**src/rtl/irq_router_pkg.sv**
```systemverilog
package irq_router_pkg;

    localparam int ADDR_W    = 12;
    localparam int MAX_CPU   = 4;
    localparam int CPU_IDX_W = 2;

    localparam logic [ADDR_W-1:0] OFS_RAW        = 12'h300;
    localparam logic [ADDR_W-1:0] OFS_LOW_GROUP  = 12'h200;
    localparam logic [ADDR_W-1:0] OFS_HIGH_GROUP = 12'h600;
    localparam logic [ADDR_W-1:0] OFS_STRIDE     = 12'h040;
    localparam logic [ADDR_W-1:0] OFS_VIEW_SKEW  = 12'h080;

    typedef enum logic [1:0] {
        ACC_RAW,
        ACC_MASK,
        ACC_VIEW,
        ACC_BAD
    } acc_kind_e;

    typedef struct packed {
        acc_kind_e              kind;
        logic [CPU_IDX_W-1:0]   cpu;
    } acc_decode_t;

    // CPUs come in pairs; each pair sits in its own 0x40-strided group.
    function automatic logic [ADDR_W-1:0] mask_ofs(input int unsigned n);
        logic [ADDR_W-1:0] base;
        base = (n < 2) ? OFS_LOW_GROUP : OFS_HIGH_GROUP;
        return base + (ADDR_W'(n % 2) * OFS_STRIDE);
    endfunction

    function automatic logic [ADDR_W-1:0] view_ofs(input int unsigned n);
        return mask_ofs(n) + OFS_VIEW_SKEW;
    endfunction

    function automatic acc_decode_t decode_ofs(input logic [ADDR_W-1:0] a,
                                               input int unsigned       ncpu);
        acc_decode_t r;
        r.kind = ACC_BAD;
        r.cpu  = '0;
        if (a == OFS_RAW) begin
            r.kind = ACC_RAW;
        end
        for (int unsigned n = 0; n < ncpu; n++) begin
            if (a == mask_ofs(n)) begin
                r.kind = ACC_MASK;
                r.cpu  = CPU_IDX_W'(n);
            end
            if (a == view_ofs(n)) begin
                r.kind = ACC_VIEW;
                r.cpu  = CPU_IDX_W'(n);
            end
        end
        return r;
    endfunction

endpackage

```
**src/rtl/irq_raw_capture.sv**
```systemverilog
module irq_raw_capture #(
    parameter int DATA_W     = 64,
    parameter int LEGACY_BIT = 55
) (
    input  logic              clk,
    input  logic              rst_n,
    input  logic [DATA_W-1:0] dev_req,
    input  logic              legacy_req,
    output logic [DATA_W-1:0] raw_d,
    output logic [DATA_W-1:0] raw_q
);

    typedef struct packed {
        logic [DATA_W-1:0] raw;
    } cap_state_t;

    cap_state_t st_d;
    cap_state_t st_q;

    // Level capture: the register tracks the lines, no latching of edges.
    always_comb begin
        st_d.raw             = dev_req;
        st_d.raw[LEGACY_BIT] = legacy_req;
    end

    always_ff @(posedge clk or negedge rst_n) begin
        if (!rst_n) begin
            st_q <= '0;
        end else begin
            st_q <= st_d;
        end
    end

    assign raw_d = st_d.raw;
    assign raw_q = st_q.raw;

endmodule

```
**src/rtl/irq_mask_bank.sv**
```systemverilog
module irq_mask_bank #(
    parameter int NUM_CPU = 4,
    parameter int DATA_W  = 64
) (
    input  logic                           clk,
    input  logic                           rst_n,
    input  logic [NUM_CPU-1:0]             mask_we,
    input  logic [DATA_W-1:0]              mask_wdata,
    input  logic [DATA_W-1:0]              raw_d,
    output logic [NUM_CPU-1:0][DATA_W-1:0] mask_q,
    output logic [NUM_CPU-1:0]             irq_q
);

    typedef struct packed {
        logic [DATA_W-1:0] mask;
        logic              irq;
    } lane_t;

    for (genvar n = 0; n < NUM_CPU; n++) begin : g_lane
        lane_t lane_d;
        lane_t lane_q;

        // The output uses next-cycle mask and requests, so a mask write and
        // a request change both land on the output at the same edge.
        always_comb begin
            lane_d      = lane_q;
            if (mask_we[n]) begin
                lane_d.mask = mask_wdata;
            end
            lane_d.irq  = |(lane_d.mask & raw_d);
        end

        always_ff @(posedge clk or negedge rst_n) begin
            if (!rst_n) begin
                lane_q <= '0;
            end else begin
                lane_q <= lane_d;
            end
        end

        assign mask_q[n] = lane_q.mask;
        assign irq_q[n]  = lane_q.irq;
    end

endmodule

```
**src/rtl/irq_reg_port.sv**
```systemverilog
module irq_reg_port
    import irq_router_pkg::*;
#(
    parameter int NUM_CPU = 4,
    parameter int DATA_W  = 64
) (
    input  logic                           clk,
    input  logic                           rst_n,
    input  logic                           wr_en,
    input  logic                           rd_en,
    input  logic [ADDR_W-1:0]              addr,
    input  logic [DATA_W-1:0]              wdata,
    input  logic [DATA_W-1:0]              raw_q,
    input  logic [NUM_CPU-1:0][DATA_W-1:0] mask_q,
    output logic [NUM_CPU-1:0]             mask_we,
    output logic [DATA_W-1:0]              mask_wdata,
    output logic [DATA_W-1:0]              rdata,
    output logic                           err
);

    typedef struct packed {
        logic [DATA_W-1:0] rdata;
        logic              err;
    } port_state_t;

    port_state_t st_d;
    port_state_t st_q;
    acc_decode_t dec;
    logic [DATA_W-1:0] sel_mask;

    always_comb begin
        dec = decode_ofs(addr, NUM_CPU);
    end

    always_comb begin
        sel_mask = '0;
        for (int n = 0; n < NUM_CPU; n++) begin
            if (dec.cpu == CPU_IDX_W'(n)) begin
                sel_mask = mask_q[n];
            end
        end
    end

    always_comb begin
        for (int n = 0; n < NUM_CPU; n++) begin
            mask_we[n] = wr_en && (dec.kind == ACC_MASK) &&
                         (dec.cpu == CPU_IDX_W'(n));
        end
    end

    assign mask_wdata = wdata;

    always_comb begin
        st_d     = st_q;
        st_d.err = (wr_en || rd_en) && (dec.kind == ACC_BAD);
        if (rd_en) begin
            unique case (dec.kind)
                ACC_RAW:  st_d.rdata = raw_q;
                ACC_MASK: st_d.rdata = sel_mask;
                ACC_VIEW: st_d.rdata = sel_mask & raw_q;
                default:  st_d.rdata = '1;
            endcase
        end
    end

    always_ff @(posedge clk or negedge rst_n) begin
        if (!rst_n) begin
            st_q <= '0;
        end else begin
            st_q <= st_d;
        end
    end

    assign rdata = st_q.rdata;
    assign err   = st_q.err;

endmodule

```
**src/rtl/irq_router.sv**
```systemverilog
module irq_router
    import irq_router_pkg::*;
#(
    parameter int NUM_CPU    = 4,
    parameter int DATA_W     = 64,
    parameter int LEGACY_BIT = 55
) (
    input  logic                clk,
    input  logic                rst_n,
    input  logic [DATA_W-1:0]   dev_req,
    input  logic                legacy_req,
    input  logic                reg_wr_en,
    input  logic                reg_rd_en,
    input  logic [ADDR_W-1:0]   reg_addr,
    input  logic [DATA_W-1:0]   reg_wdata,
    output logic [DATA_W-1:0]   reg_rdata,
    output logic                reg_err,
    output logic [NUM_CPU-1:0]  cpu_irq
);

    logic [DATA_W-1:0]              raw_d;
    logic [DATA_W-1:0]              raw_q;
    logic [NUM_CPU-1:0][DATA_W-1:0] mask_q;
    logic [NUM_CPU-1:0]             mask_we;
    logic [DATA_W-1:0]              mask_wdata;

    irq_raw_capture #(
        .DATA_W     (DATA_W),
        .LEGACY_BIT (LEGACY_BIT)
    ) u_capture (
        .clk        (clk),
        .rst_n      (rst_n),
        .dev_req    (dev_req),
        .legacy_req (legacy_req),
        .raw_d      (raw_d),
        .raw_q      (raw_q)
    );

    irq_mask_bank #(
        .NUM_CPU    (NUM_CPU),
        .DATA_W     (DATA_W)
    ) u_masks (
        .clk        (clk),
        .rst_n      (rst_n),
        .mask_we    (mask_we),
        .mask_wdata (mask_wdata),
        .raw_d      (raw_d),
        .mask_q     (mask_q),
        .irq_q      (cpu_irq)
    );

    irq_reg_port #(
        .NUM_CPU    (NUM_CPU),
        .DATA_W     (DATA_W)
    ) u_port (
        .clk        (clk),
        .rst_n      (rst_n),
        .wr_en      (reg_wr_en),
        .rd_en      (reg_rd_en),
        .addr       (reg_addr),
        .wdata      (reg_wdata),
        .raw_q      (raw_q),
        .mask_q     (mask_q),
        .mask_we    (mask_we),
        .mask_wdata (mask_wdata),
        .rdata      (reg_rdata),
        .err        (reg_err)
    );

endmodule

```
**config.mk**
```make
export PLATFORM = sky130hd
export DESIGN_NAME = irq_router
export DESIGN_NICKNAME = d
export VERILOG_FILES = /design/src/rtl/irq_router_pkg.sv /design/src/rtl/irq_raw_capture.sv /design/src/rtl/irq_mask_bank.sv /design/src/rtl/irq_reg_port.sv /design/src/rtl/irq_router.sv
export SDC_FILE = /design/constraint.sdc
export NUM_CORES = 1
export LEC_CHECK = 0
export ABC_CLOCK_PERIOD_IN_PS = 2950
export CAP_MARGIN = 20
export CELL_PAD_IN_SITES_DETAIL_PLACEMENT = 1
export CELL_PAD_IN_SITES_GLOBAL_PLACEMENT = 2
export CORE_MARGIN = 5
export CORE_UTILIZATION = 25
export DETAILED_ROUTE_END_ITERATION = 8
export GPL_TIMING_DRIVEN = 0
export PLACE_DENSITY_LB_ADDON = 0.1
export RECOVER_POWER = 100
export SLEW_MARGIN = 15
export SYNTH_ARGS = -nofsm -noshare
export SYNTH_HDL_FRONTEND = slang
export SYNTH_SLANG_ARGS = --single-unit
```
**constraint.sdc**
```tcl
create_clock -name clk -period 2.95 [get_ports clk]
set_clock_uncertainty 0.15 [all_clocks]
set_input_delay 0.4425 -clock clk [delete_from_list [all_inputs] [get_ports clk]]
set_output_delay 0.4425 -clock clk [all_outputs]
set_load 0.01 [all_outputs]
```
==> summary.md, run 1 <==
| Metric | Value |
|---|---|
| CP max stage delay | 0.55 ns |
| Syn. warnings | 0 |
| Area of the multi-input gates | 7100 um2 |
| GR Util met2 | 34.4% |
| Main flop type after synthesis | dfrtp_1 |
| Vias in the first global route | 14.4k |
| Mapped Nets | 1,422 |
| FF+latch area | 9730 um2 |
| Top Usage Layer GRT | met2 |
| Setup Slack @ Placement | -1.80 ns |
| Synth Area in Adders | 0% |
| Die width | 272 um |
| Reg power frac | 44.0% |
| FILL cells | 7,269 |
| RSZ-0062 raised after global routing | yes |
| CP cell instances | dlygate4sd2_1 -> and3b_1 -> and4_4 -> buf_12 -> buf_12 -> mux2_4 -> a22oi_2 -> nand3_2 -> or4_4 -> or4b_4 |
| Via/cell ratio | 5.26 |
| Share of the synthesized area in the top cell type | 56.6% |
| EDFF count, synth | 0 |
| Placed cell area | 20,700 um2 |
| Synthesized cell area | 17,200 um2 |
| CTS tree | yes |
| Clk pwr share | 47.3% |
| Area of the core | 68,500 um2 |
| Met3 usage | 4.58% |
| Grt total ovfl | 0 |
| Req. time, crit path | 3.25 ns |
| Initial DRC count | 1,102 |
| Average size of a mapped cell | 13.5 um2 |
| Post-synthesis mux area share | 23.1% |
| Worst skew pair latency | 0.59 ns |
| Routed WL | 84.6 mm |
| Worst-Margin Slew | 1.28 ns |
| DR pass1 iterations | 5 |
| Worst Path Max Fanout | 5 |
| Std-Cell Rows | 96 |
| Initial antenna violation count | 4 |
| Largest net degree at the start of global routing | 100 |
| NetSw | 3.20 mW |
| Xor/xnor share of the synthesized area | 0% |
| Critical path type | in2reg |
| First-pass GRT wire length | 117 mm |
| Worst setup SP type | input port |
| CP most frequent cell | buf_12 |
| Avg WL per Cell | 34.0 um |
| Layout Utilization | 33.1% |
| Yosys top cell by area | dfrtp_1 |
| Worst vdd ir | 0.379 mV |
| Crit end category | register |
| Library cells used by synthesis | 45 |
| Design area | 22,700 um2 |
| I/O pin count | 214 |
| Endpoints failing setup | 2 |
| Die Span Y | 272 um |
| Clk root buf | clkbuf_16 |
| Slew headroom | 14.8% |
| Seq/Total Area, Yosys | 56.6% |
| Bufs on Longest Clock Path | 3 |
| Count of clock tree sinks | 389 |
| Final period util | 101% |
| Min cycle time layout | 2.98 ns |
| Comb power frac | 8.7% |
| Compound-gate portion of the synthesized area | 11.6% |
| H-tree levels | 2 |
| Area of the die | 74,200 um2 |
| DP HPWL | 63.7 mm |
| Leak Pwr | 10.3 nW |
| Power Total | 12.6 mW |
| DRC Markers | 0 |
| Fmax | 0.336 GHz |
| Switching part of the total | 25.5% |
| M1 GR Usage | 32.3% |
| Max-cap violations | 0 |
| RePlAce Congestion | 0.868 |
| Ratio of cells with drive above 1 in the final layout | 29.0% |
| Status | finished with violations |
| Via count | 13.1k |
| Inserted Clock Buffers | 47 |
| Fin nets | 1,716 |
| Internal Power | 9.36 mW |
| GRT Util Overall | 22.4% |
| Failing checks | negative setup slack |
| PD cells | 553 nW/um2 |
| Port-buffer cells | 211 |
| Largest family of logic cells by synthesized area | multiplexers |
| Post-Syn Instances | 1,277 |
| Top cells by area, synth | dfrtp_1 57%, mux2_2 14%, mux4_2 8.4%, a22oi_1 4.0%, o221ai_1 3.3% |
| Post-route ant nets | 0 |
| Post-synth ARST share | 100% |
| Fin. max-slew vios | 0 |
| Starting density of the core | 25.1% |
| Final hold slack | 0.149 ns |
| Final hold viol count | 0 |
| Clock transition at path regs | 0.06 ns |
| Setup WS post-layout | -0.0275 ns |
| Worst Path Arrival | 3.28 ns |
| #FFs+latches synth | 389 |
| Area added between synthesis and finish | 31.9% |
| Hold Crit Class | in2reg |
| Simple-Gate Fraction of Synth Area | 5.59% |
| CP max stage cell | or4b_4 |
-- Yosys cell counts (3+ instances only) --
cell,instances
dfrtp_1,389
a22o_1,14
a21oi_1,5
o21ai_0,64
inv_1,65
mux2_4,4
nand3_1,12
mux2_2,220
nor2_1,6
a22oi_1,92
nand4_1,25
nor4_1,5
clkbuf_1,42
buf_2,15
nand2_1,115
a222oi_1,11
and4_1,3
nor3_1,6
a221oi_1,12
o221ai_1,64
buf_1,14
mux4_2,64
-- critical path, delay by kind of cell --
| family | cells | cell delay, ns |
|---|---|---|
| buffers and inverters | 3 | 0.57 |
| AND/OR/NAND/NOR | 5 | 1.74 |
| AO/OA/AOI/OAI | 1 | 0.19 |
| multiplexers | 1 | 0.33 |
-- sequential cells by signal, indices dropped and copies added, names as in the netlist --
register         cells
u_masks.mask_q     256
u_port.err           1
u_port.rdata        64
u_masks.irq_q        4
u_capture.raw_q     64
-- cell usage in the layout (no fill, tap or decap), types with 4 or more instances in the layout --
| master | n |
|---|---|
| clkdlybuf4s50_1 | 134 |
| a22oi_2 | 16 |
| buf_16 | 4 |
| nor3_1 | 4 |
| nand4_1 | 25 |
| buf_1 | 7 |
| clkinv_2 | 8 |
| inv_1 | 64 |
| o21ai_0 | 64 |
| nand2_1 | 115 |
| a21oi_1 | 5 |
| clkbuf_1 | 39 |
| buf_8 | 5 |
| a22o_1 | 14 |
| mux2_1 | 4 |
| dlygate4sd2_1 | 5 |
| clkbuf_16 | 47 |
| nand3_1 | 11 |
| dlygate4sd3_1 | 64 |
| dfrtp_1 | 389 |
| a222oi_1 | 11 |
| clkbuf_2 | 12 |
| buf_4 | 18 |
| o221ai_1 | 64 |
| mux4_2 | 64 |
| a22oi_1 | 76 |
| nor2_1 | 6 |
| a221oi_1 | 12 |
| buf_12 | 9 |
| mux2_2 | 210 |
| clkbuf_8 | 15 |
| buf_6 | 12 |
| buf_2 | 11 |
| mux2_4 | 10 |
-- routing by layer --
metal / routed length, um / vias up / share of wire [%]
li1: - / 5492 / -
met2: 38000 / 398 / 45
met1: 39500 / 7097 / 47
met3: 4650 / 106 / 5.5
met5: 13 / - / 0.015
met4: 2380 / 2 / 2.8
-- timing repair --
action,in CTS,in global routing
setup buffers,11,9
setup endpoints to repair,159,32
hold buffers,1,0
pin swaps,18,12
hold endpoints to repair,42,0
cloned,1,0
resized for setup,101,31
-- power by group through the flow --
stage	registers, mW	clock network, mW	logic, mW
global placement	5.63	0	1.10
finish	5.52	5.94	1.10
floorplan	5.64	0	0.230
detailed placement	5.62	0	1.12
global route	5.54	6.29	1.17
CTS	5.53	6.09	1.14
-- through the flow --
| step | cells | setup TNS, ns |
|---|---|---|
| 2_1_floorplan | 1277 | -0.0643 |
| 3_3_place_gp | 2370 | -7010.51 |
| 3_5_place_dp | 2382 | -199.75 |
| 4_1_cts | 2478 | 0 |
| 5_1_grt | 2487 | -0.229 |
| 6_report | 2489 | -0.0483 |
-- cells by family after synthesis --
family / count (synthesis)
mux: 288
compound gates: 269
buf+inv: 137
flops: 389
simple gates: 194
-- cell type report --
cell class | instances | area share, %
Antenna cell | 2 | 0.0221
Timing Repair Buffer | 245 | 11.0
Buffer | 72 | 2.06
Clock inverter | 13 | 0.562
Tap cell | 882 | 4.86
Clock buffer | 70 | 6.22
Sequential cell | 389 | 42.9
Multi-Input combinational cell | 751 | 31.3
Inverter | 65 | 1.08
-- worst paths after layout --
| kind | slack (ns) | end | depth (start not counted) | startpoint |
|---|---|---|---|---|
| worst max-delay path | -0.03 | u_masks.irq_q[3] | 10 | reg_addr[7] |
| worst min-delay path | 0.15 | u_port.rdata[14] | 2 | reg_rd_en |
| worst max register to register | 0.49 | u_masks.irq_q[3] | 5 | u_masks.mask_q[207] |
| worst min register to register | 0.35 | u_masks.mask_q[82] | 2 | u_masks.mask_q[82] |
| max in group asynchronous | 0.50 | u_masks.mask_q[107] | 4 | rst_n |
| min in group asynchronous | 0.51 | u_port.rdata[1] | 2 | rst_n |
Note: power is estimated with default switching activity, not from simulation.
==> inputs of run 2 (changes only) <==
--- a/config.mk
+++ b/config.mk
@@ -11,6 +11,7 @@
 export CELL_PAD_IN_SITES_GLOBAL_PLACEMENT = 2
 export CORE_MARGIN = 5
 export CORE_UTILIZATION = 25
+export CTS_CLUSTER_DIAMETER = 120
 export DETAILED_ROUTE_END_ITERATION = 8
 export GPL_TIMING_DRIVEN = 0
 export PLACE_DENSITY_LB_ADDON = 0.1
==> results of run 2 <==
No change in the layout: final DEF, timing and power equal those of run 1.
